### src/rtl/phy_csr_bank.sv
module phy_csr_bank #(
  parameter int          LANES         = 4,
  parameter int          VLANES        = 4,
  parameter int          AW            = 8,
  parameter bit          LINK_FAULT_EN = 1'b0,
  parameter logic [31:0] REV_WORD      = 32'h0206_2015,
  parameter logic [95:0] NAME          = "xlg pcs lane"
) (
  input  logic              clk,
  input  logic              rst_n,
  input  logic [AW-1:0]     addr,
  input  logic              wr,
  input  logic [31:0]       wdata,
  input  logic              rd,
  output logic [31:0]       rdata,
  input  logic [8*LANES-1:0] fifo_flags,
  input  logic [LANES-1:0]  tx_pll_lock,
  input  logic [LANES-1:0]  cdr_lock,
  input  logic [VLANES-1:0] frame_err_event,
  input  logic              rx_aligned,
  input  logic              rx_hi_ber,
  output logic              cfg_sys_rst,
  output logic              cfg_txpll_rst,
  output logic              cfg_rxpll_rst,
  output logic              cfg_skip_cdr,
  output logic              cfg_ref_lock,
  output logic              cfg_data_lock,
  output logic              rxpcs_rst,
  output logic              rxfifo_clr
);

  localparam logic [AW-1:0] A_REV   = AW'('h00);
  localparam logic [AW-1:0] A_SCR   = AW'('h01);
  localparam logic [AW-1:0] A_NAME0 = AW'('h02);
  localparam logic [AW-1:0] A_NAME1 = AW'('h03);
  localparam logic [AW-1:0] A_NAME2 = AW'('h04);
  localparam logic [AW-1:0] A_CFG   = AW'('h08);
  localparam logic [AW-1:0] A_SEL   = AW'('h0A);
  localparam logic [AW-1:0] A_FLAG  = AW'('h0B);
  localparam logic [AW-1:0] A_TXLK  = AW'('h0C);
  localparam logic [AW-1:0] A_CDRLK = AW'('h0D);
  localparam logic [AW-1:0] A_FERR  = AW'('h10);
  localparam logic [AW-1:0] A_FCLR  = AW'('h11);
  localparam logic [AW-1:0] A_SRST  = AW'('h12);
  localparam logic [AW-1:0] A_STAT  = AW'('h13);

  logic [31:0]       scratch_q;
  logic [5:0]        cfg_q;
  logic [2:0]        sel_q;
  logic [1:0]        srst_q;
  logic              fe_clr_q;
  logic [VLANES-1:0] fe_q;
  logic [LANES-1:0]  flag_lanes;
  logic [1:0]        pcs_stat;
  logic [31:0]       rmux;

  always_ff @(posedge clk or negedge rst_n) begin
    if (!rst_n) begin
      scratch_q <= '0;
      cfg_q     <= '0;
      sel_q     <= '0;
      srst_q    <= '0;
      fe_clr_q  <= 1'b0;
    end else if (wr) begin
      if (addr == A_SCR)  scratch_q <= wdata;
      if (addr == A_CFG)  cfg_q     <= wdata[5:0];
      if (addr == A_SEL)  sel_q     <= wdata[2:0];
      if (addr == A_SRST) srst_q    <= wdata[1:0];
      if (addr == A_FCLR) fe_clr_q  <= wdata[0];
    end
  end

  always_ff @(posedge clk or negedge rst_n) begin
    if (!rst_n)        fe_q <= '1;
    else if (fe_clr_q) fe_q <= '0;
    else               fe_q <= fe_q | frame_err_event;
  end

  assign flag_lanes = fifo_flags[32'(sel_q)*LANES +: LANES];
  assign pcs_stat   = {LINK_FAULT_EN & rx_hi_ber, rx_aligned};

  always_comb begin
    case (addr)
      A_REV:   rmux = REV_WORD;
      A_SCR:   rmux = scratch_q;
      A_NAME0: rmux = NAME[95:64];
      A_NAME1: rmux = NAME[63:32];
      A_NAME2: rmux = NAME[31:0];
      A_CFG:   rmux = 32'(cfg_q);
      A_SEL:   rmux = 32'(sel_q);
      A_FLAG:  rmux = 32'(flag_lanes);
      A_TXLK:  rmux = 32'(tx_pll_lock);
      A_CDRLK: rmux = 32'(cdr_lock);
      A_FERR:  rmux = 32'(fe_q);
      A_FCLR:  rmux = 32'(fe_clr_q);
      A_SRST:  rmux = 32'(srst_q);
      A_STAT:  rmux = 32'(pcs_stat);
      default: rmux = '0;
    endcase
  end

  always_ff @(posedge clk or negedge rst_n) begin
    if (!rst_n) rdata <= '0;
    else        rdata <= rd ? rmux : '0;
  end

  assign {cfg_data_lock, cfg_ref_lock, cfg_skip_cdr,
          cfg_rxpll_rst, cfg_txpll_rst, cfg_sys_rst} = cfg_q;
  assign {rxfifo_clr, rxpcs_rst} = srst_q;

endmodule

### config.mk
export PLATFORM = sky130hd
export DESIGN_NAME = phy_csr_bank
export DESIGN_NICKNAME = d
export VERILOG_FILES = /design/src/rtl/phy_csr_bank.sv
export SDC_FILE = /design/constraint.sdc
export NUM_CORES = 1
export LEC_CHECK = 0
export CORE_ASPECT_RATIO = 0.9
export CORE_MARGIN = 2
export CORE_UTILIZATION = 45
export DETAILED_ROUTE_END_ITERATION = 7
export PLACE_DENSITY = 0.89
export SLEW_MARGIN = 5
export SYNTH_ARGS = -nofsm -noshare
export SYNTH_HDL_FRONTEND = slang
export SYNTH_SLANG_ARGS = --single-unit
### constraint.sdc
create_clock -name clk -period 1.83 [get_ports clk]
set_input_delay 0.4575 -clock clk [delete_from_list [all_inputs] [get_ports clk]]
set_output_delay 0.4575 -clock clk [all_outputs]
set_load 0.005 [all_outputs]
==> results.txt, run 1 <==
The flow ran to the end, but the final reports show violations. The final reports fail on setup timing. The routability congestion estimate came out at between 0.9 and 1.

Pin placement for this block handled 130 I/O pins. The internal power of the cells totals roughly 3 mW. The die is around 100 µm wide.

The post-route non-filler standard cell count is 594. The number of fill cells in the layout is around 490. The fraction of registers with async set or reset after synthesis came out at 100%. The instance count after placement with tap cells included is approximately 560. The sequential power share came out at between 40% and 50%.

The global route total overflow came out at 0. The total number of nets in the final design came out at a little under 600. The fmax came out at a little over 500 MHz. The setup slack after layout came out at -0.110 ns. Net switching is 23.9% of the power.

The number of buffers created by CTS is 9. The biggest fanout along the worst timing path is 6. The critical path in this run is classified as in2reg. The worst setup path is captured at a register.

When the netlist entered floorplanning its net count stood at slightly above 400. For the worst setup path, the data required time is ~2.1 ns. The number of failing hold endpoints at the final stage is 0. The arrival time at the worst endpoint came out at 2.18 ns. The reported max-cap violation count is 0.

The post-detailed-route via-to-cell ratio is 5.76. For this run, the leading register cell type out of synthesis is sky130_fd_sc_hd__dfrtp_1. The total vias in the final route came out at about 3400. Clock latency on the worst-skew pair, taken at its later pin, is 0.35 ns. The library cell occupying the most area in the post-synthesis netlist is sky130_fd_sc_hd__dfrtp_1.

TritonCTS built the clock tree. The number of enable flip-flop cells after synthesis came out at 0. The clock network burns between 30% and 40% of the power. The length of the first detailed-routing pass in iterations is 6. At the pin with the least slew margin, the transition time is about 0.43 ns. The internal reg-to-reg setup slack is between 0.1 and 0.15 ns. The detailed placer's ending HPWL is 8.08 mm. After the first detailed-routing iteration, the DRC count stood at roughly 420. The worst hold-check path type is in2async. The final setup violation count came out at 32. The launching element type of the critical path is an input port. The pin count of the biggest net entering global routing is 81. The share of post-route cells with drive strength above 1 came out at a little under a third. The final antenna diode count came out at 0. The worst reg-to-reg path cell count is 4. The library cell used most frequently in the layout, excluding fill and tap cells, is sky130_fd_sc_hd__clkdlybuf4s50_1. The reported net switching power is ~0.94 mW. The endpoint identified for the worst register-to-register timing path is rdata[3]. The post-synthesis instance area came out at around 3700 µm². The mean area per synthesized cell is around 12 µm².

The number of global-route vias before repair came out at around 3500. The layout-stage area growth over the synthesis result came out at 62.8%. The final setup skew is between 0.009 and 0.01 ns. Setup repair after global routing could not meet its margin everywhere. The leakage component of the power is around 2.8 nW.

The clock passes through at most 2 buffers. The worst voltage drop across the vdd grid is 588 µV. The initial cell density of the core came out at between 40% and 50%. The site row count is 31. The number of buffer cells added on primary ports is 128. Counting every sink on the clock net gives 80.

In this run the worst setup path begins at addr[5]. The synthesized design devotes to its leading area cell type between 50% and 60% of total area. Counting every instance in the synthesized netlist gives ~310.

The number of pins exceeding their max-slew limit in the final report is 0. The initial antenna violation count was 0. The total die area came out at approximately 9000 µm². The area of the core is about 8000 µm².

The routed wire length per instance came out at a little over 20 µm. The number of register bits inferred by synthesis is 80. The post-detailed-routing wire length is between 10 and 15 mm.

Combinational logic burns about 14% of the power. The cell at the root of the clock tree is sky130_fd_sc_hd__clkbuf_8. The deepest level of the CTS H-tree is 3. The number of antenna-violating nets in the routed design came out at 0. The number of distinct library cells after synthesis is 47. The share of the cycle needed by the critical path after routing is 106%. The die outline height came out at ~90 µm.

After layout, the minimum clock period comes to 1.94 ns. The share of the yosys chip area belonging to registers came out at 54.2%. Yosys attributes the largest share of cell area to sky130_fd_sc_hd__dfrtp_1 51%, sky130_fd_sc_hd__mux2_1 9.1%, sky130_fd_sc_hd__mux2_2 4.9%. The reg-to-reg startpoint is sel_q[1].

The relative slew slack came out at between 70% and 80%. The clock transition at the register clock pins on the worst setup and hold paths after CTS is 0.08 ns. After layout, the design draws a total of between 3 and 4 mW.

The library cells used most frequently in the layout, excluding fill and tap cells, are 120 x sky130_fd_sc_hd__clkdlybuf4s50_1, 76 x sky130_fd_sc_hd__dfrtp_1, 42 x sky130_fd_sc_hd__buf_4. Global routing consumed, over all layers together, a little over a quarter of the routing resources. The area of placed instances is 5360 µm².

After routing the design area is around 6000 µm². The number of remaining DRC errors is 0. Dividing total power by cell area gives a power density of approximately 650 nW/µm².

During synthesis, Yosys emitted a total of 0 warnings. The first global-routing pass estimated approximately 19 mm of wire.
## worst max path at each step
stage	cells past startpoint	endpoint	slack, ns
global placement	6	scratch_q[17]	-0.67
floorplan	5	scratch_q[10]	-0.20
finish	7	scratch_q[30]	-0.11
global route	7	scratch_q[30]	-0.13
CTS	7	scratch_q[30]	-0.16
detailed placement	7	rdata[27]	-0.78
## critical path, stage by stage
cell and delay [ns]:
sky130_fd_sc_hd__buf_6 0.10, sky130_fd_sc_hd__or4_4 0.56, sky130_fd_sc_hd__nor4_4 0.34, sky130_fd_sc_hd__nand2_4 0.12, sky130_fd_sc_hd__buf_12 0.16, sky130_fd_sc_hd__buf_16 0.14, sky130_fd_sc_hd__mux2_4 0.29
## layout make-up
| class | instances | area (µm²) | area share [%] |
|---|---|---|---|
| sequential | 80 | 2010 | 33.3 |
| timing repair buffer | 184 | 1890 | 31.3 |
| multi-input combinational | 212 | 1770 | 29.3 |
| clock buffer | 10 | 138 | 2.28 |
| tap | 99 | 124 | 2.06 |
| clock inverter | 6 | 91.3 | 1.52 |
| inverter | 3 | 11.3 | 0.187 |
## kinds of logic after synthesis
family | count (synthesis) | synth area share (%)
mux | 60 | 19.8
xor+xnor | 1 | 0.237
simple gates | 105 | 14.4
compound gates | 46 | 8.28
flops | 80 | 54.2
buf+inv | 22 | 3.01
## per-stage QoR
step | setup slack (ns) | setup TNS [ns] | utilization [%] | hold slack, ns
floorplan | -0.195 | -6.25 | - | 0.162
global placement | -0.667 | -44.67 | 66.8 | 0.458
detailed placement | -0.780 | -47.32 | 66.8 | 0.476
CTS | -0.156 | -3.87 | 72.9 | 0.126
global route | -0.127 | -3.19 | 75.0 | 0.139
finish | -0.110 | -2.69 | 75.0 | 0.0923
## cells in the mapped netlist (4+ instances only)
library cell	count
sky130_fd_sc_hd__dfrtp_1	76
sky130_fd_sc_hd__nand2_1	33
sky130_fd_sc_hd__mux2_1	30
sky130_fd_sc_hd__nor2_1	22
sky130_fd_sc_hd__mux2_2	16
sky130_fd_sc_hd__a21oi_1	14
sky130_fd_sc_hd__clkbuf_1	10
sky130_fd_sc_hd__mux2i_1	8
sky130_fd_sc_hd__nand3_1	8
sky130_fd_sc_hd__and3_1	7
sky130_fd_sc_hd__nor2b_1	7
sky130_fd_sc_hd__a31oi_1	6
sky130_fd_sc_hd__mux4_2	6
sky130_fd_sc_hd__nor3_1	6
sky130_fd_sc_hd__buf_2	5
sky130_fd_sc_hd__dfstp_2	4
sky130_fd_sc_hd__o21ai_0	4
## per-layer routing
layer / part of all wire, % / vias up / track usage, % / wire (µm)
met4: 2.7 / 0 / 9.36 / 329
met3: 6.8 / 37 / 5.13 / 829
met2: 50 / 196 / 44.5 / 6100
met1: 40 / 1708 / 36.1 / 4900
met5: 0 / - / 0 / 0
li1: - / 1482 / - / -
## power groups by stage
stage / registers (mW) / clock network, mW / logic, mW
after floorplan: 1.89 / 0 / 0.164
after global placement: 1.90 / 0 / 0.487
after detailed placement: 1.91 / 0 / 0.502
after CTS: 1.87 / 1.50 / 0.528
after global routing: 1.88 / 1.59 / 0.580
final: 1.88 / 1.49 / 0.546
## state kept, by name (all words and copies together), names as in the netlist
name	cells
srst_q	2
sel_q	3
fe_clr_q	1
cfg_q	6
scratch_q	32
rdata	32
fe_q	4
## timing repair
action	4_1_cts	5_1_grt
endpoints found under the setup margin	76	64
resized for setup	53	29
cloned	4	3
setup buffers	4	4
hold buffers	0	0
hold endpoints to repair	0	0
pin swaps	3	10
(Power assumes the default switching activity.)
==> run 2: changes to the inputs <==
--- a/config.mk
+++ b/config.mk
@@ -14,3 +14,4 @@
 export SYNTH_ARGS = -nofsm -noshare
 export SYNTH_HDL_FRONTEND = slang
 export SYNTH_SLANG_ARGS = --single-unit
+export TNS_END_PERCENT = 1
==> run 2 against run 1 <==
The flow still finishes with violations (setup timing); sequential share of layout area increased by 0.15 points; critical path depth unchanged; clock skew decreased by 0.0023 ns; highest routed layer unchanged; cell count increased by 1.5%; non-clock buffer count increased by 9; clock-buffer cell count unchanged; largest cell class unchanged.
==> results.txt, run 2 (synthesis results as in run 1) <==
In the layout the commonest cells are 120 x sky130_fd_sc_hd__clkdlybuf4s50_1, 74 x sky130_fd_sc_hd__dfrtp_1, 53 x sky130_fd_sc_hd__buf_4. The arrival time at the worst endpoint is 2.15 ns (-0.03 ns). The worst hold-check path type is reg2reg. The pin count of the biggest net entering global routing came to 45 (-44%). The total vias in the final route was 3324 (-2.9%).

The number of failing hold endpoints at the final stage came to 0 (unchanged). The instance count after placement with tap cells included is 576 (+2.1%). The number of global-route vias before repair came out at 3448 (-1.2%). The number of buffer and inverter instances along the worst setup path came out at 4 (+1).

The tree is rooted in a sky130_fd_sc_hd__clkbuf_8. The final setup skew is 0.00671 ns (-0.00234 ns). The worst hold path depth came out at 2. The post-detailed-routing wire length came out at 11.8 mm (-2.9%). The detailed placer's ending HPWL came out at 8.43 mm (+4.3%). The site row count is 31 (unchanged). The area growth from synthesis to layout is 62.3%. The leakage component of the power is 2.74 nW (-0.39%).

The share of post-route cells with drive strength above 1 is 31.2% (+0.44 points). The global route total overflow is 0 (unchanged). The time the final worst path needs with I/O delays and setup was 1.90 ns (-0.0358 ns).

The most numerous cell type found on the critical path is sky130_fd_sc_hd__buf_6. The reported max-cap violation count came out at 0 (unchanged). The cell with the largest stage delay on the worst path is sky130_fd_sc_hd__clkdlybuf4s50_1.

The number of remaining DRC errors is 0 (unchanged). The clock transition at the register clock pins on the worst setup and hold paths after CTS is 0.08 ns (about the same). The deepest level of the CTS H-tree was 3 (unchanged). The run finished, with violations left. The number of pins exceeding their max-slew limit in the final report came out at 0 (unchanged). In this run the critical register-to-register path is captured at rdata[0].

The final reports fail on setup timing. Setup repair after global routing could not meet its margin everywhere. The post-route non-filler standard cell count is 603 (+1.5%).

The placement-stage worst setup slack came out at -0.688 ns (+0.0922 ns). The initial antenna violation count is 0 (unchanged). The number of buffers created by CTS came to 9 (unchanged). The routed wire length per instance is 19.6 µm (-4.4%). In this run the most critical hold path is launched from scratch_q[10]. The share of the cycle needed by the critical path after routing was 104% (-2.0 points). The number of fill cells in the layout came to 509 (+4.1%). The reg-to-reg startpoint is sel_q[1].

The final antenna diode count came out at 0 (unchanged). The signal on the critical path passes through clkdlybuf4s50_1, buf_6, nor4_4, nand2_2, buf_6, buf_16, mux2_4. The worst-case clock buffer depth is 2 (unchanged).

The post-detailed-route via-to-cell ratio is 5.51 (-4.3%). The number of DRC markers after the initial detailed-route iteration was 201 (-52%). The count of clock tree sinks is 80 (unchanged). The launching element type of the critical path is an input port. The required time at the worst-slack endpoint came out at 2.07 ns (about the same). The initial cell density of the core is 46.1% (unchanged). The total number of nets in the final design was 589 (+1.6%). The total die area is 8970 µm² (unchanged). The worst voltage drop across the vdd grid came out at 417 µV (-29%). The x dimension of the die came out at 99.6 µm (unchanged).

The worst hold path endpoint is rdata[10]. The relative slew slack is 69.2% (-2.1 points). The post-layout utilization of the core is 74.8% (-0.23 points). The largest registers in the layout are rdata (32), scratch_q (32), cfg_q (6).

The routability congestion estimate came out at 0.892 (-7.6%). The biggest fanout along the worst timing path came out at 7 (+1). The fmax came out at 525 MHz (+1.9%). The I/O pin count came out at 130 (unchanged). The number of buffer cells added on primary ports is 128 (unchanged). The power per cell area came out at 646 nW/µm² (-0.58%).

The global router's overall resource usage was 27.3% (+0.22 points). The clock latency on the worst-skew pair is 0.36 ns (about the same). Grouping stages by cell kind, the critical path spends the most delay in buffers and inverters. The TritonCTS clock tree is built.

The length of the first detailed-routing pass in iterations was 5 (-1). The wire length of the first global-routing pass is 18.7 mm (-0.15%). Leaving out fill and tap cells, the most frequent cell in the layout is sky130_fd_sc_hd__clkdlybuf4s50_1. The number of antenna-violating nets in the routed design is 0 (unchanged). The die outline height is 90.0 µm (unchanged).

The worst setup path is of the in2reg kind. The final setup violation count came to 33 (+3.1%). The largest stage delay on the critical path came out at 0.45 ns (-0.11 ns).

STA classifies the critical path endpoint as a register. The internal reg-to-reg setup slack came out at 0.21 ns (+0.10 ns). The worst reg-to-reg path cell count is 4 (unchanged).

The transition time of the tightest slew-check pin is 0.460 ns (+0.0286 ns). The area of the core came to 8030 µm² (unchanged). The setup slack after layout came out at -0.0746 ns (+0.0358 ns).
run 2: worst max-delay path by stage:
stage / start / endpoint / slack, ns / depth (start not counted)
finish: addr[3] / scratch_q[22] / -0.07 / 7
global route: addr[3] / scratch_q[24] / -0.10 / 7
CTS: addr[6] / scratch_q[14] / -0.13 / 8
detailed placement: addr[5] / scratch_q[15] / -0.69 / 6
global placement: addr[5] / rdata[1] / -0.67 / 8
floorplan: addr[5] / scratch_q[10] / -0.20 / 5
run 2: stage by stage:
step	instance area, µm²	hold WS [ns]	total power, mW	TNS, ns
floorplan	3700	0.162	2.05	-7.12
global placement	5450	0.349	2.40	-42.96
detailed placement	5450	0.351	2.42	-44.66
CTS	5970	0.494	3.88	-3.23
global route	6010	0.516	4.03	-2.82
finish	6010	0.493	3.88	-1.82
run 2: power by group:
part | internal [mW] | switching [mW] | leakage, nW
Combinational | 0.352 | 0.215 | 1.54
Sequential | 1.83 | 0.0484 | 1.09
Clock | 0.775 | 0.659 | 0.103
Total | 2.95 | 0.923 | 2.74
run 2: metal layers:
layer  GRT usage (%)  part of all wire, %
met5               0                    0
met4            8.45                  2.1
met3            5.44                  6.8
met2            42.8                   49
met1            38.5                   42
run 2: repair_timing:
action | CTS | global route
resized for setup | 62 | 16
cloned | 3 | 0
endpoints found under the hold margin | 16 | 0
buffers inserted | 7 | 2
hold buffers | 1 | 0
pin swaps | 2 | 5
endpoints found under the setup margin | 73 | 57
run 2: area by class of cell:
class                   count  area, µm²  share of cell area, %
well taps                  99        124                   2.06
flip-flops and latches     80       2010                   33.5
multi-input cells         212       1760                   29.3
clock inverters             6       92.6                   1.54
repair buffers            193       1880                   31.3
inverters                   3       11.3                  0.188
clock buffers              10        128                   2.12
run 2: worst min-delay path, stage by stage (launching register included):
cell and delay [ns]:
sky130_fd_sc_hd__dfrtp_1 0.36, sky130_fd_sc_hd__nand2_1 0.05, sky130_fd_sc_hd__o41ai_1 0.05
